File: src/rtl/wwd_pkg.sv
package wwd_pkg;
    typedef enum logic [2:0] {
        WS_IDLE   = 3'd0,
        WS_LONG   = 3'd1,
        WS_CLOSED = 3'd2,
        WS_OPEN   = 3'd3,
        WS_FAULT  = 3'd4
    } wwd_state_e;
endpackage

File: src/rtl/wwd_len_decode.sv
// Converts window codes to lengths in watchdog cycles.
module wwd_len_decode #(
    parameter int STEP   = 50,
    parameter int CODE_W = 7,
    parameter int LEN_W  = 13
) (
    input  logic [CODE_W-1:0] closed_code,
    input  logic [CODE_W-1:0] open_code,
    output logic [LEN_W-1:0]  closed_len,
    output logic [LEN_W-1:0]  open_len
);
    localparam logic [LEN_W-1:0] STEP_L = LEN_W'(STEP);

    always_comb begin
        closed_len = LEN_W'(closed_code) * STEP_L;
        if (open_code == '0) begin
            open_len = STEP_L;
        end else begin
            open_len = LEN_W'(open_code) * STEP_L;
        end
    end
endmodule

File: src/rtl/wwd_err_acc.sv
// Saturating error accumulator: +PENALTY on a fault, -CREDIT on a good trigger.
module wwd_err_acc #(
    parameter int ERR_W   = 8,
    parameter int PENALTY = 2,
    parameter int CREDIT  = 1
) (
    input  logic [ERR_W-1:0] cnt,
    input  logic             inc,
    input  logic             dec,
    input  logic [ERR_W-1:0] limit,
    output logic [ERR_W-1:0] cnt_nxt,
    output logic             hit
);
    localparam int CW = ERR_W + 1;
    localparam logic [CW-1:0] MAX_C = {1'b0, {ERR_W{1'b1}}};

    logic [CW-1:0] wide;
    logic [CW-1:0] sum;

    always_comb begin
        wide = {1'b0, cnt};
        sum  = wide + CW'(PENALTY);
        if (inc) begin
            cnt_nxt = (sum > MAX_C) ? {ERR_W{1'b1}} : sum[ERR_W-1:0];
        end else if (dec) begin
            cnt_nxt = (wide < CW'(CREDIT)) ? '0 : ERR_W'(wide - CW'(CREDIT));
        end else begin
            cnt_nxt = cnt;
        end
        hit = inc && (cnt_nxt >= limit);
    end
endmodule

File: src/rtl/win_watchdog.sv
module win_watchdog
    import wwd_pkg::*;
#(
    parameter int STEP       = 50,
    parameter int CODE_W     = 7,
    parameter int LONG_TICKS = 8000,
    parameter int ERR_W      = 8,
    parameter int PENALTY    = 2,
    parameter int CREDIT     = 1
) (
    input  logic              clk,
    input  logic              rst_n,
    input  logic              tick,
    input  logic              trig,
    input  logic              enable,
    input  logic              rel_reset,
    input  logic [CODE_W-1:0] closed_code,
    input  logic [CODE_W-1:0] open_code,
    input  logic [ERR_W-1:0]  err_limit,
    output logic              irq,
    output logic              miss_flag,
    output logic              hard_reset_req,
    output logic [ERR_W-1:0]  err_count
);
    localparam int MAX_WIN = ((1 << CODE_W) - 1) * STEP;
    localparam int TOP_CNT = (MAX_WIN > LONG_TICKS) ? MAX_WIN : LONG_TICKS;
    localparam int TMR_W   = $clog2(TOP_CNT + 1);
    localparam logic [TMR_W-1:0] LONG_L = TMR_W'(LONG_TICKS);

    typedef struct packed {
        wwd_state_e       st;
        logic [TMR_W-1:0] tmr;
        logic             second;
        logic [TMR_W-1:0] cl_len;
        logic [TMR_W-1:0] op_len;
        logic [ERR_W-1:0] lim;
        logic [ERR_W-1:0] err;
        logic             irq;
        logic             miss;
        logic             hard;
    } regs_t;

    regs_t r_q, r_d;

    logic [TMR_W-1:0] cl_dec, op_dec, tmr_inc;
    logic [ERR_W-1:0] err_nxt;
    logic             err_hit;
    logic             active, ev_valid, ev_bad, ev_miss;

    wwd_len_decode #(.STEP(STEP), .CODE_W(CODE_W), .LEN_W(TMR_W)) u_len (
        .closed_code (closed_code),
        .open_code   (open_code),
        .closed_len  (cl_dec),
        .open_len    (op_dec)
    );

    // Window events feeding the accumulator
    always_comb begin
        active   = enable && rel_reset;
        tmr_inc  = r_q.tmr + 1'b1;
        ev_valid = active && trig && ((r_q.st == WS_LONG) || (r_q.st == WS_OPEN));
        ev_bad   = active && trig && (r_q.st == WS_CLOSED);
        ev_miss  = active && !trig && tick && (r_q.st == WS_OPEN) && (tmr_inc == r_q.op_len);
    end

    wwd_err_acc #(.ERR_W(ERR_W), .PENALTY(PENALTY), .CREDIT(CREDIT)) u_acc (
        .cnt     (r_q.err),
        .inc     (ev_bad || ev_miss),
        .dec     (ev_valid),
        .limit   (r_q.lim),
        .cnt_nxt (err_nxt),
        .hit     (err_hit)
    );

    always_comb begin
        logic go_closed;
        go_closed = 1'b0;
        r_d       = r_q;
        r_d.irq   = 1'b0;
        if (!enable) begin
            r_d = '0;
        end else if (r_q.st == WS_FAULT) begin
            r_d.hard = 1'b1;
        end else if (r_q.st == WS_IDLE) begin
            if (rel_reset) begin
                r_d.st     = WS_LONG;
                r_d.tmr    = '0;
                r_d.second = 1'b0;
            end
        end else if (!rel_reset) begin
            r_d = '0;
        end else begin
            unique case (r_q.st)
                WS_LONG: begin
                    if (trig) begin
                        r_d.err   = err_nxt;
                        go_closed = 1'b1;
                    end else if (tick) begin
                        if (tmr_inc == LONG_L) begin
                            if (!r_q.second) begin
                                r_d.second = 1'b1;
                                r_d.tmr    = '0;
                            end else begin
                                r_d.st   = WS_FAULT;
                                r_d.hard = 1'b1;
                            end
                        end else begin
                            r_d.tmr = tmr_inc;
                        end
                    end
                end
                WS_CLOSED: begin
                    if (ev_bad) begin
                        r_d.err = err_nxt;
                        r_d.irq = 1'b1;
                    end
                    if (ev_bad && err_hit) begin
                        r_d.st   = WS_FAULT;
                        r_d.hard = 1'b1;
                    end else if (r_q.cl_len == '0) begin
                        r_d.st  = WS_OPEN;
                        r_d.tmr = '0;
                    end else if (tick) begin
                        if (tmr_inc == r_q.cl_len) begin
                            r_d.st  = WS_OPEN;
                            r_d.tmr = '0;
                        end else begin
                            r_d.tmr = tmr_inc;
                        end
                    end
                end
                WS_OPEN: begin
                    if (trig) begin
                        r_d.err   = err_nxt;
                        go_closed = 1'b1;
                    end else if (ev_miss) begin
                        r_d.err  = err_nxt;
                        r_d.miss = 1'b1;
                        r_d.irq  = 1'b1;
                        if (err_hit) begin
                            r_d.st   = WS_FAULT;
                            r_d.hard = 1'b1;
                        end else begin
                            go_closed = 1'b1;
                        end
                    end else if (tick) begin
                        r_d.tmr = tmr_inc;
                    end
                end
                default: r_d = r_q;
            endcase
        end
        if (go_closed) begin
            r_d.st     = WS_CLOSED;
            r_d.tmr    = '0;
            r_d.cl_len = cl_dec;
            r_d.op_len = op_dec;
            r_d.lim    = err_limit;
        end
    end

    always_ff @(posedge clk or negedge rst_n) begin
        if (!rst_n) begin
            r_q <= '0;
        end else begin
            r_q <= r_d;
        end
    end

    assign irq            = r_q.irq;
    assign miss_flag      = r_q.miss;
    assign hard_reset_req = r_q.hard;
    assign err_count      = r_q.err;

    assert_idle_clear_R1: assert property (@(posedge clk) disable iff (!rst_n)
        !enable |=> (err_count == '0 && !hard_reset_req && !miss_flag && !irq));

    assert_long_quiet_R3: assert property (@(posedge clk) disable iff (!rst_n)
        (r_q.st == WS_LONG) |-> !irq);

    assert_hard_hold_R4: assert property (@(posedge clk) disable iff (!rst_n)
        (hard_reset_req && enable) |=> hard_reset_req);

    assert_closed_bound_R5: assert property (@(posedge clk) disable iff (!rst_n)
        (r_q.st == WS_CLOSED && r_q.cl_len != '0) |-> (r_q.tmr < r_q.cl_len));

    assert_miss_sticky_R8: assert property (@(posedge clk) disable iff (!rst_n)
        (miss_flag && enable && rel_reset) |=> miss_flag);

    assert_fault_frozen_R9: assert property (@(posedge clk) disable iff (!rst_n)
        (r_q.st == WS_FAULT && enable) |=> ($stable(err_count) && !irq));
endmodule

File: config.mk
export PLATFORM = sky130hd
export DESIGN_NAME = win_watchdog
export DESIGN_NICKNAME = d
export VERILOG_FILES = /design/src/rtl/wwd_pkg.sv /design/src/rtl/wwd_len_decode.sv /design/src/rtl/wwd_err_acc.sv /design/src/rtl/win_watchdog.sv
export SDC_FILE = /design/constraint.sdc
export NUM_CORES = 1
export LEC_CHECK = 0
export ABC_AREA = 1
export BUFFER_PORTS_ARGS = -buffer_cell sky130_fd_sc_hd__buf_2
export CORE_MARGIN = 2
export CORE_UTILIZATION = 60
export DETAILED_ROUTE_END_ITERATION = 10
export PLACE_DENSITY = 0.79
export SETUP_SLACK_MARGIN = 0.02
export SLEW_MARGIN = 10
export SYNTH_ARGS = -nofsm -noshare
export SYNTH_HDL_FRONTEND = slang
export SYNTH_SLANG_ARGS = --single-unit
File: constraint.sdc
create_clock -name clk -period 7.2 [get_ports clk]
set_input_delay 0.36 -clock clk [delete_from_list [all_inputs] [get_ports clk]]
set_output_delay 0.36 -clock clk [all_outputs]
set_load 0.05 [all_outputs]
==> metrics.txt <==
area post-placement 6060 um2; Power Dens Cells 176 nW/um2; # Max-Cap Violations 0; WS Path Type flip-flop to flip-flop; TritonRoute pass-1 iters 5; EDFF count, synth 0; chip width ~100 um; GRT Max-Usage Layer met2; post-synthesis cell area slightly below 6000 um2; Final HPWL DP around 12 mm; hold buffers post-CTS 0; slowest CP cell nor2_1; Final Cell Area 6260 um2; global route overflow 0; Routed WL approximately 15 mm; diodes inserted 0; met1 GRT Util between 40% and 50%; core area 9330 um2; Static Leak between 3 and 4 nW; routability cong. a little under 1; CTS tree built; Tmin final about 4.7 ns; sequential share of the synthesized area 25.8%; Setup Fix Bufs, Post-CTS 0; syn_area_per_cell just under 7 um2; I/O pin count 39; GR Layer Usage met2 roughly half; cts repair resizes 0; Die H about 100 um; critical path peak fanout 26; Residual DRC 0; RSZ-0062 raised after global routing no; synth warn 0; Rows 35; Vias/cell ~5.6; Initial Utilization between 60% and 70%; CP cell instances inv_1 -> nor2_1 -> inv_1 -> nor2_1 -> inv_1 -> nor2_1 -> inv_1 -> nor2_1 -> inv_1 -> nand2_4 -> clkinv_1 -> o21ai_0 -> ha_1 -> nand2_1 -> nor2_1 -> nand4_1 -> o2111ai_1 -> nand2_2 -> nand2_4 -> nand2_4 -> nand2_8 -> o21ai_1 -> buf_4 -> o22ai_1; layout cells sized above 1 approximately a tenth; Yosys reg bits 60; CP bufs+invs 7; Reg clk slew, reported paths about 0.070 ns; Worst Path Arrival between 4 and 5 ns; slowest stage delay, CP just under 0.6 ns; Fmax roughly 210 MHz; H-tree Lvls 3; initial drt markers 401; deepest clock path buffer count 2; antenna violations before repair 0; run status finished clean; Slew HR between 40% and 50%; Critical Path RT approximately 7.4 ns; period utilization roughly two thirds; Fillers roughly 840; clk root buf clkbuf_8; Setup TNS 0 ns; die footprint 10500 um2; DRT antenna net count 0; Clock Latency Late Sink between 0.3 and 0.4 ns; CTS Sinks 60; largest net degree at the start of global routing 61; first-pass GRT wire length approximately 26 mm; Synth Instances roughly 840; area grow syn2layout 7.66%; peak supply drop between 0.00009 and 0.0001 V; Worst Skew 0.0111 ns; Port Buf Inserts 38; GR Util All Layers between 30% and 40%; type of origin of the critical path flip-flop; post-synth net total around 950; Setup Viol. Count Final 0; number of global-route vias before repair between 5000 and 6000; Final #Nets 978; Hold Vio Cnt, Final 0; library cells used by synthesis 43; Post-synth ARST share between 90% and 100%; Hold Path Class input pin to async pin; Slew Limit Fails 0; cts bufs inserted 9; Worst setup EP type flip-flop; M3 GR Usage 5.13%; worst slew pin tran 0.767 ns; Post-synth top flop dfrtp_1; DR vias around 5700; Wirelength per Cell between 15 and 20 um; top cell family by delay on the critical path simple AND/OR/NAND/NOR gates
[kinds of logic (layout without fill, tap and decap cells)]
| logic type | Yosys count | after routing | synth area share [%] |
|---|---|---|---|
| flops | 60 | 60 | 25.8 |
| simple gates | 431 | 431 | 33.6 |
| xor+xnor | 17 | 17 | 2.56 |
| buf+inv | 150 | 187 | 10.7 |
| compound gates | 112 | 112 | 10.9 |
| fa+ha+maj | 74 | 74 | 16.4 |
[state kept, by name, indices dropped and copies added (netlist names)]
signal,cells
irq,1
err_count,8
miss_flag,1
hard_reset_req,1
r_q,49
[metrics by stage]
stage	total power [mW]	setup WS [ns]	hold slack, ns	util (%)	cells
global placement	0.781	2.80	0.490	65.0	994
finish	1.10	2.52	0.156	67.1	1010
CTS	1.10	2.58	0.189	67.1	1010
floorplan	0.685	3.54	0.0644	-	844
detailed placement	0.787	2.64	0.507	65.0	994
global route	1.18	2.01	0.228	67.1	1010
[synthesized netlist by cell type (12+ instances only)]
library cell | number | area share (%)
nor2_1 | 76 | 4.9
inv_1 | 123 | 7.9
o21ai_0 | 33 | 2.8
o21ai_1 | 22 | 1.9
nand3_1 | 69 | 5.9
nand2_1 | 220 | 14
nand4_1 | 17 | 1.8
xor2_1 | 12 | 1.8
a21oi_1 | 21 | 1.8
o22ai_1 | 15 | 1.6
dfrtp_1 | 60 | 26
nor3_1 | 12 | 1.0
ha_1 | 70 | 15
[path summary, 6_finish.rpt]
check,startpoint,endpoint,slack (ns),cells after the start
max,r_q[60],r_q[41],2.52,24
min,rst_n,err_count[3],0.16,2
max reg2reg,r_q[60],r_q[41],2.52,24
min reg2reg,r_q[28],r_q[28],0.52,2
max in group asynchronous,rst_n,r_q[25],6.53,2
min in group clk,err_limit[1],r_q[12],0.22,3
[report_power, final]
part           internal [mW]  leakage [nW]  switching, mW
clock                  0.161        0.0958          0.150
combinational          0.134          2.30          0.277
sequential             0.355         0.834         0.0232
total                  0.650          3.23          0.450
[cell type report]
class / instances / area (um2) / area share [%]
Timing Repair Buffer: 42 / 220 / 3.52
Tap cell: 129 / 161 / 2.58
Multi-Input combinational cell: 634 / 3690 / 59.0
Sequential cell: 60 / 1500 / 24.0
Inverter: 129 / 487 / 7.77
Clock buffer: 9 / 124 / 1.98
Clock inverter: 7 / 76.3 / 1.22
[placed cells by master, fill, tap and decap left out, types with 12 or more instances in the layout]
cell type	count
a21oi_1	21
buf_2	38
dfrtp_1	60
ha_1	70
inv_1	123
nand2_1	220
nand3_1	69
nand4_1	17
nor2_1	76
nor3_1	12
o21ai_0	33
o21ai_1	22
o22ai_1	15
xor2_1	12
[per-layer routing]
metal  vias up  routed length (um)
met1      2602                6770
met2       243                6970
li1       2809                   -
met5         -                   0
met3        38                1190
met4         0                 319
[worst reg2reg max path: cells and delay by family, from the launching register on]
kind	cells	cell delay, ns
AO/OA/AOI/OAI	4	0.84
buffers and inverters	7	1.08
AND/OR/NAND/NOR	12	1.85
flip-flops	1	0.44
adder cells (fa/ha/maj)	1	0.33
Power figures use the tool's default switching activity.
